`config.mk`:
```
export PLATFORM = sky130hd
export DESIGN_NAME = hostbus_bridge
export DESIGN_NICKNAME = d
export VERILOG_FILES = /design/src/rtl/hostbus_pkg.sv /design/src/rtl/hb_sync.sv /design/src/rtl/hb_mode_detect.sv /design/src/rtl/hb_access_fsm.sv /design/src/rtl/hostbus_bridge.sv
export SDC_FILE = /design/constraint.sdc
export NUM_CORES = 1
export LEC_CHECK = 0
export BUFFER_PORTS_ARGS = -buffer_cell sky130_fd_sc_hd__buf_2
export CELL_PAD_IN_SITES_DETAIL_PLACEMENT = 2
export CELL_PAD_IN_SITES_GLOBAL_PLACEMENT = 2
export CORE_MARGIN = 8
export CORE_UTILIZATION = 33
export CTS_BUF_LIST = sky130_fd_sc_hd__clkbuf_4 sky130_fd_sc_hd__clkbuf_8
export DETAILED_ROUTE_END_ITERATION = 6
export GPL_TIMING_DRIVEN = 0
export PLACE_DENSITY = 0.77
export REMOVE_ABC_BUFFERS = 1
export SYNTH_ARGS = -nofsm -noshare
export SYNTH_HDL_FRONTEND = slang
export SYNTH_HIERARCHICAL = 1
export SYNTH_SLANG_ARGS = --single-unit
```
`constraint.sdc`:
```
create_clock -name clk -period 2.71 [get_ports clk]
set_input_delay 0.542 -clock clk [delete_from_list [all_inputs] [get_ports clk]]
set_output_delay 0.542 -clock clk [all_outputs]
set_load 0.02 [all_outputs]
```
`src/rtl/hostbus_pkg.sv`:
```
package hostbus_pkg;
  typedef enum logic [1:0] {
    BUS_SEP_DIRECT = 2'd0,
    BUS_SEP_MUX    = 2'd1,
    BUS_STROBE_DIR = 2'd2
  } bus_mode_e;

  typedef enum logic [1:0] {
    ST_IDLE = 2'd0,
    ST_WAIT = 2'd1,
    ST_HOLD = 2'd2
  } acc_state_e;
endpackage

```
`src/rtl/hb_sync.sv`:
```
module hb_sync #(
  parameter int W = 1,
  parameter int STAGES = 2,
  parameter logic [W-1:0] RST_VAL = '0
) (
  input  logic         clk,
  input  logic         rst,
  input  logic [W-1:0] d,
  output logic [W-1:0] q
);
  logic [W-1:0] stg [STAGES];

  always_ff @(posedge clk) begin
    if (rst) begin
      for (int i = 0; i < STAGES; i++) stg[i] <= RST_VAL;
    end else begin
      stg[0] <= d;
      for (int i = 1; i < STAGES; i++) stg[i] <= stg[i-1];
    end
  end

  assign q = stg[STAGES-1];
endmodule

```
`src/rtl/hb_mode_detect.sv`:
```
module hb_mode_detect
  import hostbus_pkg::*;
#(
  parameter int DATA_W = 8,
  parameter int ADDR_W = 8
) (
  input  logic              clk,
  input  logic              rst,
  input  logic              ale_s,
  input  logic [DATA_W-1:0] ad_i,
  output bus_mode_e         mode,
  output logic [ADDR_W-1:0] mux_addr
);
  logic ale_q;
  logic mux_seen;
  logic ale_fall;

  assign ale_fall = ale_q && !ale_s;

  always_ff @(posedge clk) begin
    if (rst) begin
      ale_q    <= 1'b0;
      mux_seen <= 1'b0;
      mux_addr <= '0;
    end else begin
      ale_q <= ale_s;
      if (ale_fall) begin
        mux_seen <= 1'b1;
        mux_addr <= ad_i[ADDR_W-1:0];
      end
    end
  end

  always_comb begin
    if (mux_seen)   mode = BUS_SEP_MUX;
    else if (ale_s) mode = BUS_STROBE_DIR;
    else            mode = BUS_SEP_DIRECT;
  end
endmodule

```
`src/rtl/hb_access_fsm.sv`:
```
module hb_access_fsm
  import hostbus_pkg::*;
#(
  parameter int DATA_W = 8,
  parameter int ADDR_W = 8
) (
  input  logic              clk,
  input  logic              rst,
  input  bus_mode_e         mode,
  input  logic              cs_s,
  input  logic              rs_s,
  input  logic              wr_s,
  input  logic [ADDR_W-1:0] addr_sel,
  input  logic [DATA_W-1:0] wdata,
  input  logic              reg_done,
  input  logic [DATA_W-1:0] reg_rdata,
  output logic              reg_req,
  output logic              reg_we,
  output logic [ADDR_W-1:0] reg_addr,
  output logic [DATA_W-1:0] reg_wdata,
  output logic              rdy_oe,
  output logic [DATA_W-1:0] ad_o,
  output logic              ad_oe
);
  acc_state_e state;
  logic act, act_q, strobe_style, strobe_q;

  assign strobe_style = (mode == BUS_STROBE_DIR);
  // Data-strobe style needs the data strobe; separate strobes accept either.
  assign act = !cs_s && (strobe_style ? !rs_s : (!rs_s || !wr_s));

  always_ff @(posedge clk) begin
    if (rst) begin
      state     <= ST_IDLE;
      act_q     <= 1'b0;
      strobe_q  <= 1'b0;
      reg_req   <= 1'b0;
      reg_we    <= 1'b0;
      reg_addr  <= '0;
      reg_wdata <= '0;
      rdy_oe    <= 1'b0;
      ad_o      <= '0;
      ad_oe     <= 1'b0;
    end else begin
      act_q <= act;
      case (state)
        ST_IDLE: begin
          if (act && !act_q) begin
            state     <= ST_WAIT;
            reg_req   <= 1'b1;
            // Low on the shared pin means write in every style.
            reg_we    <= !wr_s;
            reg_addr  <= addr_sel;
            reg_wdata <= wdata;
            strobe_q  <= strobe_style;
            rdy_oe    <= !strobe_style;
          end
        end
        ST_WAIT: begin
          if (reg_done) begin
            state   <= ST_HOLD;
            reg_req <= 1'b0;
            rdy_oe  <= strobe_q;
            if (!reg_we) begin
              ad_o  <= reg_rdata;
              ad_oe <= 1'b1;
            end
          end
        end
        ST_HOLD: begin
          if (!act) begin
            state  <= ST_IDLE;
            rdy_oe <= 1'b0;
            ad_oe  <= 1'b0;
          end
        end
        default: state <= ST_IDLE;
      endcase
    end
  end
endmodule

```
`src/rtl/hostbus_bridge.sv`:
```
module hostbus_bridge
  import hostbus_pkg::*;
#(
  parameter int DATA_W    = 8,
  parameter int ADDR_W    = 8,
  parameter int NM_ADDR_W = 2,
  parameter int SYNC_STG  = 2
) (
  input  logic                 clk,
  input  logic                 rst,
  input  logic                 cs_n,
  input  logic                 rd_ds_n,
  input  logic                 wr_rw,
  input  logic                 ale,
  input  logic [NM_ADDR_W-1:0] addr_i,
  input  logic [DATA_W-1:0]    ad_i,
  output logic [DATA_W-1:0]    ad_o,
  output logic                 ad_oe,
  output logic                 rdy_oe,
  output logic                 reg_req,
  output logic                 reg_we,
  output logic [ADDR_W-1:0]    reg_addr,
  output logic [DATA_W-1:0]    reg_wdata,
  input  logic [DATA_W-1:0]    reg_rdata,
  input  logic                 reg_done
);
  localparam int CTL_W = 4;

  logic [CTL_W-1:0] ctl_s;
  bus_mode_e        mode;
  logic [ADDR_W-1:0] mux_addr, addr_sel;

  hb_sync #(.W(CTL_W), .STAGES(SYNC_STG), .RST_VAL(4'b1110)) sync_i (
    .clk(clk), .rst(rst),
    .d({cs_n, rd_ds_n, wr_rw, ale}),
    .q(ctl_s)
  );

  hb_mode_detect #(.DATA_W(DATA_W), .ADDR_W(ADDR_W)) mode_i (
    .clk(clk), .rst(rst), .ale_s(ctl_s[0]), .ad_i(ad_i),
    .mode(mode), .mux_addr(mux_addr)
  );

  assign addr_sel = (mode == BUS_SEP_MUX) ? mux_addr : ADDR_W'(addr_i);

  hb_access_fsm #(.DATA_W(DATA_W), .ADDR_W(ADDR_W)) fsm_i (
    .clk(clk), .rst(rst), .mode(mode),
    .cs_s(ctl_s[3]), .rs_s(ctl_s[2]), .wr_s(ctl_s[1]),
    .addr_sel(addr_sel), .wdata(ad_i),
    .reg_done(reg_done), .reg_rdata(reg_rdata),
    .reg_req(reg_req), .reg_we(reg_we), .reg_addr(reg_addr),
    .reg_wdata(reg_wdata), .rdy_oe(rdy_oe), .ad_o(ad_o), .ad_oe(ad_oe)
  );
endmodule

```
== After elaboration in Yosys (flattened, before gate mapping) ==
Memories as Yosys holds them, arrays and structs flattened.
Cells that the tools add are included.
Storage, ports and cells
  word-level logic and storage cells: 68
  RAM bits: 8
  memories kept: 1
  input bits: 25
  flip-flop bits (word level): 42
  output and inout bits: 28
Memories
  sync_i.stg: words 2, width 4, rd ports 2, clocked after Yosys merged registers in 0, wr ports 2, line hb_sync.sv:11  | logic [W-1:0] stg [STAGES];
Operators by class
  equality and inequality tests: 8
  muxes and demuxes: 23
  reduce and logical (&&, ||, !) cells: 20
  bitwise gates (word level): 3
Operators with widths (count)
  $mux W1: 11
  $mux W2: 5
  $reduce_and A3 Y1: 3
  $mux W4: 2
  $mux W8: 1
  $reduce_and A4 Y1: 2
  $logic_not A1 Y1: 6
  $ne A2 B2 Y1 const B: 3
  $pmux W2 S3: 1
  $eq A2 B1 Y1 const B: 2
  $eq A2 B2 Y1 const B: 2
  $pmux W1 S2: 2
  $reduce_bool A2 Y1: 2
  $logic_and A1 B1 Y1: 3
  $pmux W1 S3: 1
  $reduce_bool A3 Y1: 1
  $logic_not A2 Y1: 1
  $ne A2 B1 Y1 const B: 1
  $or A1 B1 Y1: 2
  $reduce_and A2 Y1: 1
  $logic_or A1 B1 Y1: 1
  $not A1 Y1: 1

== Depth between registers and ports, before layout ==
Gate-level depths: netlist of the first run.
  word-level depth: 8
  gate-level depth with buffers: 9
  mapped depth without buffers: 6

== Hierarchy ==
The synthesis of the first run kept the hierarchy.
Modules (own cells, without submodules)
  hb_access_fsm: seq. area each 640.6 µm², instances 1, area an instance 1286.2 µm², cells each 139
  hb_mode_detect: seq. area each 200.2 µm², instances 1, area an instance 432.9 µm², cells each 42
  hb_sync: seq. area each 160.2 µm², instances 1, area an instance 240.2 µm², cells each 20
  hostbus_bridge: seq. area each 0.0 µm², instances 1, area an instance 88.8 µm², cells each 9

== Worst setup path after synthesis of the first run ==
OpenSTA, ideal clock, no wires.
  path kind: reg-to-reg
  from: memory sync_i/stg[0][4] (netlist name)
  to: register fsm_i.rdy_oe
  data arrival time: 1.925 ns
  stages on the path, launching flop included: 9
  setup time: 0.086 ns
  period minus slack after synthesis: 2.011 ns
  path buffers: 2
  slack: 0.699 ns
  data required time: 2.624 ns
  cells stage by stage: dfxtp_1 -> buf_4 -> clkbuf_1 -> nor2b_1 -> nor2b_1 -> o22a_4 -> o21ai_0 -> or3_1 -> a211oi_1
RTL lines
  from (decl): line hb_sync.sv:11
  to (signal assigned): line hb_access_fsm.sv:56  | rdy_oe <= !strobe_style;
  to (signal assigned): line hb_access_fsm.sv:63  | rdy_oe <= strobe_q;
  to (decl): line hb_access_fsm.sv:21  | output logic rdy_oe,

==> results of run 1 <==
## power by group through the flow
stage | Combinational, mW | Clock, mW | Sequential, mW
3_3_place_gp | 0.0906 | 0 | 0.776
6_report | 0.0919 | 0.459 | 0.760
5_1_grt | 0.103 | 0.505 | 0.763
4_1_cts | 0.0946 | 0.483 | 0.761
2_1_floorplan | 0.0387 | 0 | 0.783
3_5_place_dp | 0.0940 | 0 | 0.778
## cells by family after synthesis
group	count (synthesis)	share of synthesized area
simple gates	86	0.243
flops	50	0.489
compound gates	32	0.0965
buf+inv	19	0.0495
mux	19	0.0977
fa+ha+maj	4	0.0244
## layout by cell type, fill, tap and decap left out, drive strengths merged, types with 2 or more instances in the layout
master / n
dfxtp: 50
a21oi: 11
nor2b: 6
mux2: 2
inv: 5
nand2: 20
mux2i: 17
a211oi: 2
or2: 9
nor2: 21
ha: 4
o21ai: 14
nand4bb: 8
buf: 53
nand3: 2
clkbuf: 7
and2: 6
nand2b: 9
## final cells by class
cell class / instances / area share
multi-input combinational: 141 / 0.389
inverter: 5 / 0.00766
clock buffer: 7 / 0.0368
timing repair buffer: 53 / 0.118
tap: 75 / 0.0383
sequential: 50 / 0.409
clock inverter: 1 / 0.00204
## sequential cells by signal, indices dropped and copies added (netlist names)
name / flops
fsm_i/act_q: 1
fsm_i/ad_o: 8
fsm_i/ad_oe: 1
fsm_i/rdy_oe: 1
fsm_i/reg_addr: 8
fsm_i/reg_req: 1
fsm_i/reg_wdata: 8
fsm_i/reg_we: 1
fsm_i/state: 2
fsm_i/strobe_q: 1
mode_i/ale_q: 1
mode_i/mux_addr: 8
mode_i/mux_seen: 1
sync_i/stg: 8
## per-stage QoR
| step | setup TNS, ns | hold slack [ns] | area, µm² |
|---|---|---|---|
| 2_1_floorplan | 0 | 0.383 | 1970 |
| 3_3_place_gp | -7.54 | 0.389 | 2320 |
| 3_5_place_dp | 0 | 0.396 | 2350 |
| 4_1_cts | 0 | 0.396 | 2450 |
| 5_1_grt | 0 | 0.402 | 2450 |
| 6_report | 0 | 0.412 | 2450 |
## worst max-delay path by stage
stage | startpoint | to | slack [ns]
2_1_floorplan | sync_i/stg[0][4]$_SDFF_PP0_ | fsm_i/reg_addr[0]$_SDFFE_PP0P_ | 0.26
3_3_place_gp | sync_i/stg[0][4]$_SDFF_PP0_ | fsm_i/reg_addr[7]$_SDFFE_PP0P_ | -0.40
3_5_place_dp | sync_i/stg[0][4]$_SDFF_PP0_ | fsm_i/reg_addr[1]$_SDFFE_PP0P_ | 0.42
4_1_cts | sync_i/stg[0][4]$_SDFF_PP0_ | fsm_i/reg_addr[6]$_SDFFE_PP0P_ | 0.35
5_1_grt | sync_i/stg[0][4]$_SDFF_PP0_ | fsm_i/reg_addr[6]$_SDFFE_PP0P_ | 0.21
6_report | sync_i/stg[0][4]$_SDFF_PP0_ | fsm_i/reg_addr[6]$_SDFFE_PP0P_ | 0.41
## worst register-to-register path: stages, from the launching register on
cell and delay, ns:
dfxtp_1 0.41, nor2b_1 0.21, nor2b_1 0.17, o22a_4 0.25, nor3b_4 0.58, buf_16 0.23, mux2i_1 0.23, nor2_1 0.07
## metal layers
layer / vias to the layer above / part of all wire / GRT usage / wire [µm]
met5: - / 0 / 0 / 0
met2: 36 / 0.48 / 0.187 / 2330
met3: 7 / 0.074 / 0.0484 / 363
li1: 787 / - / - / -
met4: 0 / 0.014 / 0.0429 / 68
met1: 730 / 0.44 / 0.132 / 2130
==> results by group, run 1 <==
Synth
  • Most frequent cells after synthesis: 50 x dfxtp_1, 21 x nor2_1, 20 x nand2_1
  • #FFs+latches synth: 50
  • Post-Syn Area: 2050 µm²
  • Register area share after synthesis: 0.489
  • Count leader, synth: dfxtp_1
  • Avg Inst Size Synth: 9.75 µm²
  • EDFF count, synth: 0
  • Post-synthesis cell type count: 31
  • Synth top area share: 0.489
  • Post-Syn Instances: 210
  • Post-synth top area cell: dfxtp_1
  • Dominant cells by area after synthesis: dfxtp_1 49%, mux2i_1 8.3%, nand4bb_1 4.4%
  • Number of synthesis warnings: 6
  • Most used DFF post-synth: dfxtp_1
  • Post-synth ARST share: 0

Route
  • Antenna-violating nets left: 0
  • Final wirelength: 4890 µm
  • Via count: 1560
  • Iteration-0 DRC count of the detailed router: 22
  • Via density: 4.70
  • Remaining routing DRC violations: 0
  • Pre-antenna DRT Iters: 4
  • DR WL/cell: 14.7 µm

Power
  • Power after layout: 1.31 mW
  • Power per cell area: 535 nW/µm²
  • VDD IR max: 0.000252 V
  • Sw Pwr: 0.301 mW
  • Clock share of power: 0.350
  • Sequential Power Share: 0.580
  • Combinational power share: 0.070
  • Internal power: 1.01 mW
  • Static leakage: 0.991 nW
  • Sw Ratio: 0.230

Floorplan
  • Starting Density: 0.344
  • I/O pin count: 53
  • Die area: 8980 µm²
  • Die height: 94.8 µm
  • Core footprint: 5960 µm²
  • Chip Width: 94.8 µm
  • Row cnt: 28

Worst setup path
  • CP Data Required Time: 2.86 ns
  • Crit Path Category: reg -> reg
  • Worst setup EP type: flip-flop
  • Most frequent CP cell: nor2b_1
  • CP max stage delay: 0.58 ns
  • Worst EP arrival: 2.46 ns
  • R2R setup slack: 0.41 ns
  • Worst path depth: 7
  • Worst R2R Path Depth: 7
  • Worst Path Buf+Inv: 1
  • Worst R2R End: fsm_i/reg_addr[6]$_SDFFE_PP0P_
  • Critical Path Start Type: flip-flop
  • CP max FO: 12
  • Slowest CP cell: nor3b_4
  • Reg2reg start: sync_i/stg[0][4]$_SDFF_PP0_
  • Critical path cell sequence: nor2b_1 -> nor2b_1 -> o22a_4 -> nor3b_4 -> buf_16 -> mux2i_1 -> nor2_1
  • Crit-path leading delay family: simple AND/OR/NAND/NOR gates

Place
  • Gpl congestion: 0.722
  • # port buffers: 52
  • HPWL Detailed: 3610 µm
  • # placed instances: 324
  • Pre-CTS setup slack: 0.424 ns

Final layout
  • Post-Layout Cell Count: 332
  • Fillcell total: 673
  • Layout area overhead: 19.5%
  • Register area: 1000 µm²
  • Fraction of layout instances using a drive strength above 1: 0.292
  • # nets final: 285
  • Multi-input logic area: 952 µm²
  • Antenna fix cells: 0
  • Post-layout util: 0.411

Timing
  • Fin crit share: 0.850
  • Fin Clk Skew: 0.00449 ns
  • Fmax: 0.434 GHz
  • Max Slew Vio Count: 0
  • Final setup margin: 0.406 ns
  • Hold Vio Cnt, Final: 0
  • RSZ-0062 raised after global routing: false
  • Final setup fails: 0
  • Post-route minimum period: 2.30 ns
  • Actual slew at the worst max-slew pin: 0.912 ns
  • Rel. slew slack: 0.392

GRT
  • Vias in the first global route: 1731
  • Overall Global Routing Usage: 0.115
  • First-pass GRT wire length: 8280 µm
  • Largest net degree at the start of global routing: 59
  • GRT Residual Overflow: 0
  • Initial antenna violation count: 0

Worst hold path
  • Critical hold path startpoint: wr_rw
  • Hold Path Class: in -> reg
  • Hold depth: 2
  • Hold Crit Endpoint: sync_i/stg[0][1]$_SDFF_PP1_

Clock network
  • Clk_lat worst skew: 0.30 ns
  • CTS Hold Bufs: 0
  • Max H-tree Level: 2
  • CTS Buf Count: 5
  • Setup bufs post-CTS: 0
  • Max clock buf depth: 2
  • Clk sink count: 50
  • Root buf cell: clkbuf_8
  • TritonCTS clock tree: yes
  • Clock Pin Slew Worst Setup and Hold Paths: 0.09 ns
  • CTS resizes: 0

Status
  • Status: completed

Flow run
  • Max_cap viols: 0
No activity file was read; power rests on OpenSTA's default activity.
==> run 2: changes to the inputs <==
--- a/config.mk
+++ b/config.mk
@@ -5,11 +5,12 @@
 export SDC_FILE = /design/constraint.sdc
 export NUM_CORES = 1
 export LEC_CHECK = 0
+export ABC_AREA = 1
 export BUFFER_PORTS_ARGS = -buffer_cell sky130_fd_sc_hd__buf_2
 export CELL_PAD_IN_SITES_DETAIL_PLACEMENT = 2
 export CELL_PAD_IN_SITES_GLOBAL_PLACEMENT = 2
 export CORE_MARGIN = 8
-export CORE_UTILIZATION = 33
+export CORE_UTILIZATION = 30
 export CTS_BUF_LIST = sky130_fd_sc_hd__clkbuf_4 sky130_fd_sc_hd__clkbuf_8
 export DETAILED_ROUTE_END_ITERATION = 6
 export GPL_TIMING_DRIVEN = 0
==> run 2 against run 1 <==
Effect of this change: non-clock buffer count fell by 1; clock power rose by 19%; critical path depth rose by 1; maximum frequency rose by 5.4%; die area rose by 9.9%; clock skew barely moved; register-to-register slack improved by 0.12 ns; first-iteration DRC count rose by 91%; synthesized cell count rose by 33%; critical endpoint is now fsm_i/state[0]$_SDFFE_PP0P_; largest power group unchanged.
==> results by group, run 2 <==
Status
  • Status: completed

Clock network
  • Clock Pin Slew Worst Setup and Hold Paths: 0.10 ns
  • CTS Hold Bufs: 0
  • Setup bufs post-CTS: 0
  • CTS Buf Count: 5
  • TritonCTS clock tree: yes
  • Max clock buf depth: 2
  • Max H-tree Level: 2
  • Clk_lat worst skew: 0.31 ns
  • Root buf cell: clkbuf_8
  • CTS resizes: 0
  • Clk sink count: 50

Worst setup path
  • Reg2reg start: sync_i/stg[0][4]$_SDFF_PP0_
  • CP max FO: 22
  • CP Data Required Time: 2.96 ns
  • Critical Path Start Type: flip-flop
  • Worst Setup SP: sync_i/stg[0][4]$_SDFF_PP0_
  • Worst EP arrival: 2.43 ns
  • Worst setup EP type: flip-flop
  • Crit Path Category: reg -> reg

Final layout
  • Layout area overhead: 18.5%
  • Most common cell after layout, fill and taps aside: nor2_1
  • Post-Layout Cell Count: 408
  • Final instance area: 2470 µm²
  • Antenna fix cells: 0
  • # nets final: 356
  • Commonest non-fill, non-tap cells in the layout: 67 x nor2_1, 52 x buf_2, 50 x dfxtp_1
  • Fraction of layout instances using a drive strength above 1: 0.223

Place
  • Pre-CTS setup slack: 0.485 ns
  • Gpl congestion: 0.799
  • # port buffers: 52
  • # placed instances: 400
  • Area post-placement: 2360 µm²
  • HPWL Detailed: 4240 µm

Worst hold path
  • Hold Path Class: in -> reg
  • Critical hold path startpoint: wr_rw

Power
  • Power per cell area: 582 nW/µm²
  • Static leakage: 1.24 nW
  • VDD IR max: 0.000162 V

Floorplan
  • Row cnt: 30
  • Starting Density: 0.309
  • Die area: 9870 µm²
  • I/O pin count: 53
  • Core footprint: 6760 µm²
  • Die height: 99.4 µm
  • Chip Width: 99.4 µm

Timing
  • Fin Clk Skew: 0.00439 ns
  • RSZ-0062 raised after global routing: false
  • Fin crit share: 0.807
  • Post-route minimum period: 2.19 ns
  • Actual slew at the worst max-slew pin: 0.817 ns
  • Hold Slack: 0.408 ns
  • Max Slew Vio Count: 0
  • Final setup fails: 0
  • TNS Setup: 0 ns
  • Final setup margin: 0.523 ns
  • Hold Vio Cnt, Final: 0
  • Fmax: 0.457 GHz
  • Rel. slew slack: 0.455

Route
  • Remaining routing DRC violations: 0
  • Via density: 4.73
  • Iteration-0 DRC count of the detailed router: 42
  • Final wirelength: 5730 µm
  • DR WL/cell: 14.0 µm
  • Pre-antenna DRT Iters: 4
  • Via count: 1930
  • Antenna-violating nets left: 0

GRT
  • Initial antenna violation count: 0
  • Largest net degree at the start of global routing: 29
  • GRT Residual Overflow: 0
  • Vias in the first global route: 2148
  • First-pass GRT wire length: 10100 µm
  • Overall Global Routing Usage: 0.126

Synth
  • Most used DFF post-synth: dfxtp_1
  • Post-Syn Instances: 280
  • Count leader, synth: nor2_1
  • Post-synthesis cell type count: 25
  • Register area share after synthesis: 0.480
  • Most frequent cells after synthesis: 67 x nor2_1, 50 x dfxtp_1, 36 x inv_1
  • Number of synthesis warnings: 6
  • Avg Inst Size Synth: 7.44 µm²
  • Synth top area share: 0.480
  • Post-Syn Area: 2080 µm²
  • #FFs+latches synth: 50
  • Dominant cells by area after synthesis: dfxtp_1 48%, nor2_1 12%, inv_1 6.5%
  • Post-synth ARST share: 0
  • Post-synth top area cell: dfxtp_1
  • EDFF count, synth: 0

Flow run
  • Max_cap viols: 0
## run 2: logic make-up after synthesis
logic type | count (synthesis) | synth area share
flip-flops | 50 | 0.480
adder cells (fa/ha/maj) | 4 | 0.0240
AO/OA/AOI/OAI | 35 | 0.0876
buffers and inverters | 52 | 0.114
AND/OR/NAND/NOR | 139 | 0.294
## run 2: cell type report
type | count | area (µm²)
fillers | 834 | 4290
flip-flops and latches | 50 | 1000
multi-input cells | 178 | 846
repair buffers | 52 | 260
inverters | 40 | 150
well taps | 80 | 100
clock buffers | 5 | 68.8
clock inverters | 3 | 43.8
## run 2: final timing paths
check	endpoint	slack, ns	cells after the start
worst max-delay path	fsm_i/state[0]$_SDFFE_PP0P_	0.52	8
worst min-delay path	sync_i/stg[0][1]$_SDFF_PP1_	0.41	3
worst max register to register	fsm_i/state[0]$_SDFFE_PP0P_	0.52	8
worst min register to register	sync_i/stg[0][4]$_SDFF_PP0_	0.41	2
## run 2: through the flow
| stage | power (mW) | util |
|---|---|---|
| global route | 1.51 | 0.366 |
| floorplan | 0.858 | - |
| detailed placement | 0.914 | 0.349 |
| global placement | 0.909 | 0.349 |
| finish | 1.44 | 0.366 |
| CTS | 1.47 | 0.366 |
## run 2: critical path, stage by stage, from the launching register on
cell and delay (ns):
dfxtp_1 0.40, inv_2 0.12, nor2_1 0.24, nand2_2 0.12
nand2_2 0.12, nand4_4 0.28, nor2_4 0.53, nand2_1 0.16
a21oi_2 0.15
## run 2: where the power goes
group          switching, mW  internal, mW
combinational         0.0806        0.0427
clock                  0.267         0.277
sequential            0.0126         0.757
total                  0.360          1.08
## run 2: metal layers
metal,GRT usage,vias to the layer above,share of wire
li1,-,958,-
met1,0.129,936,0.42
met2,0.238,30,0.53
met3,0.0370,6,0.042
met4,0.0419,0,0.011
met5,0,-,0
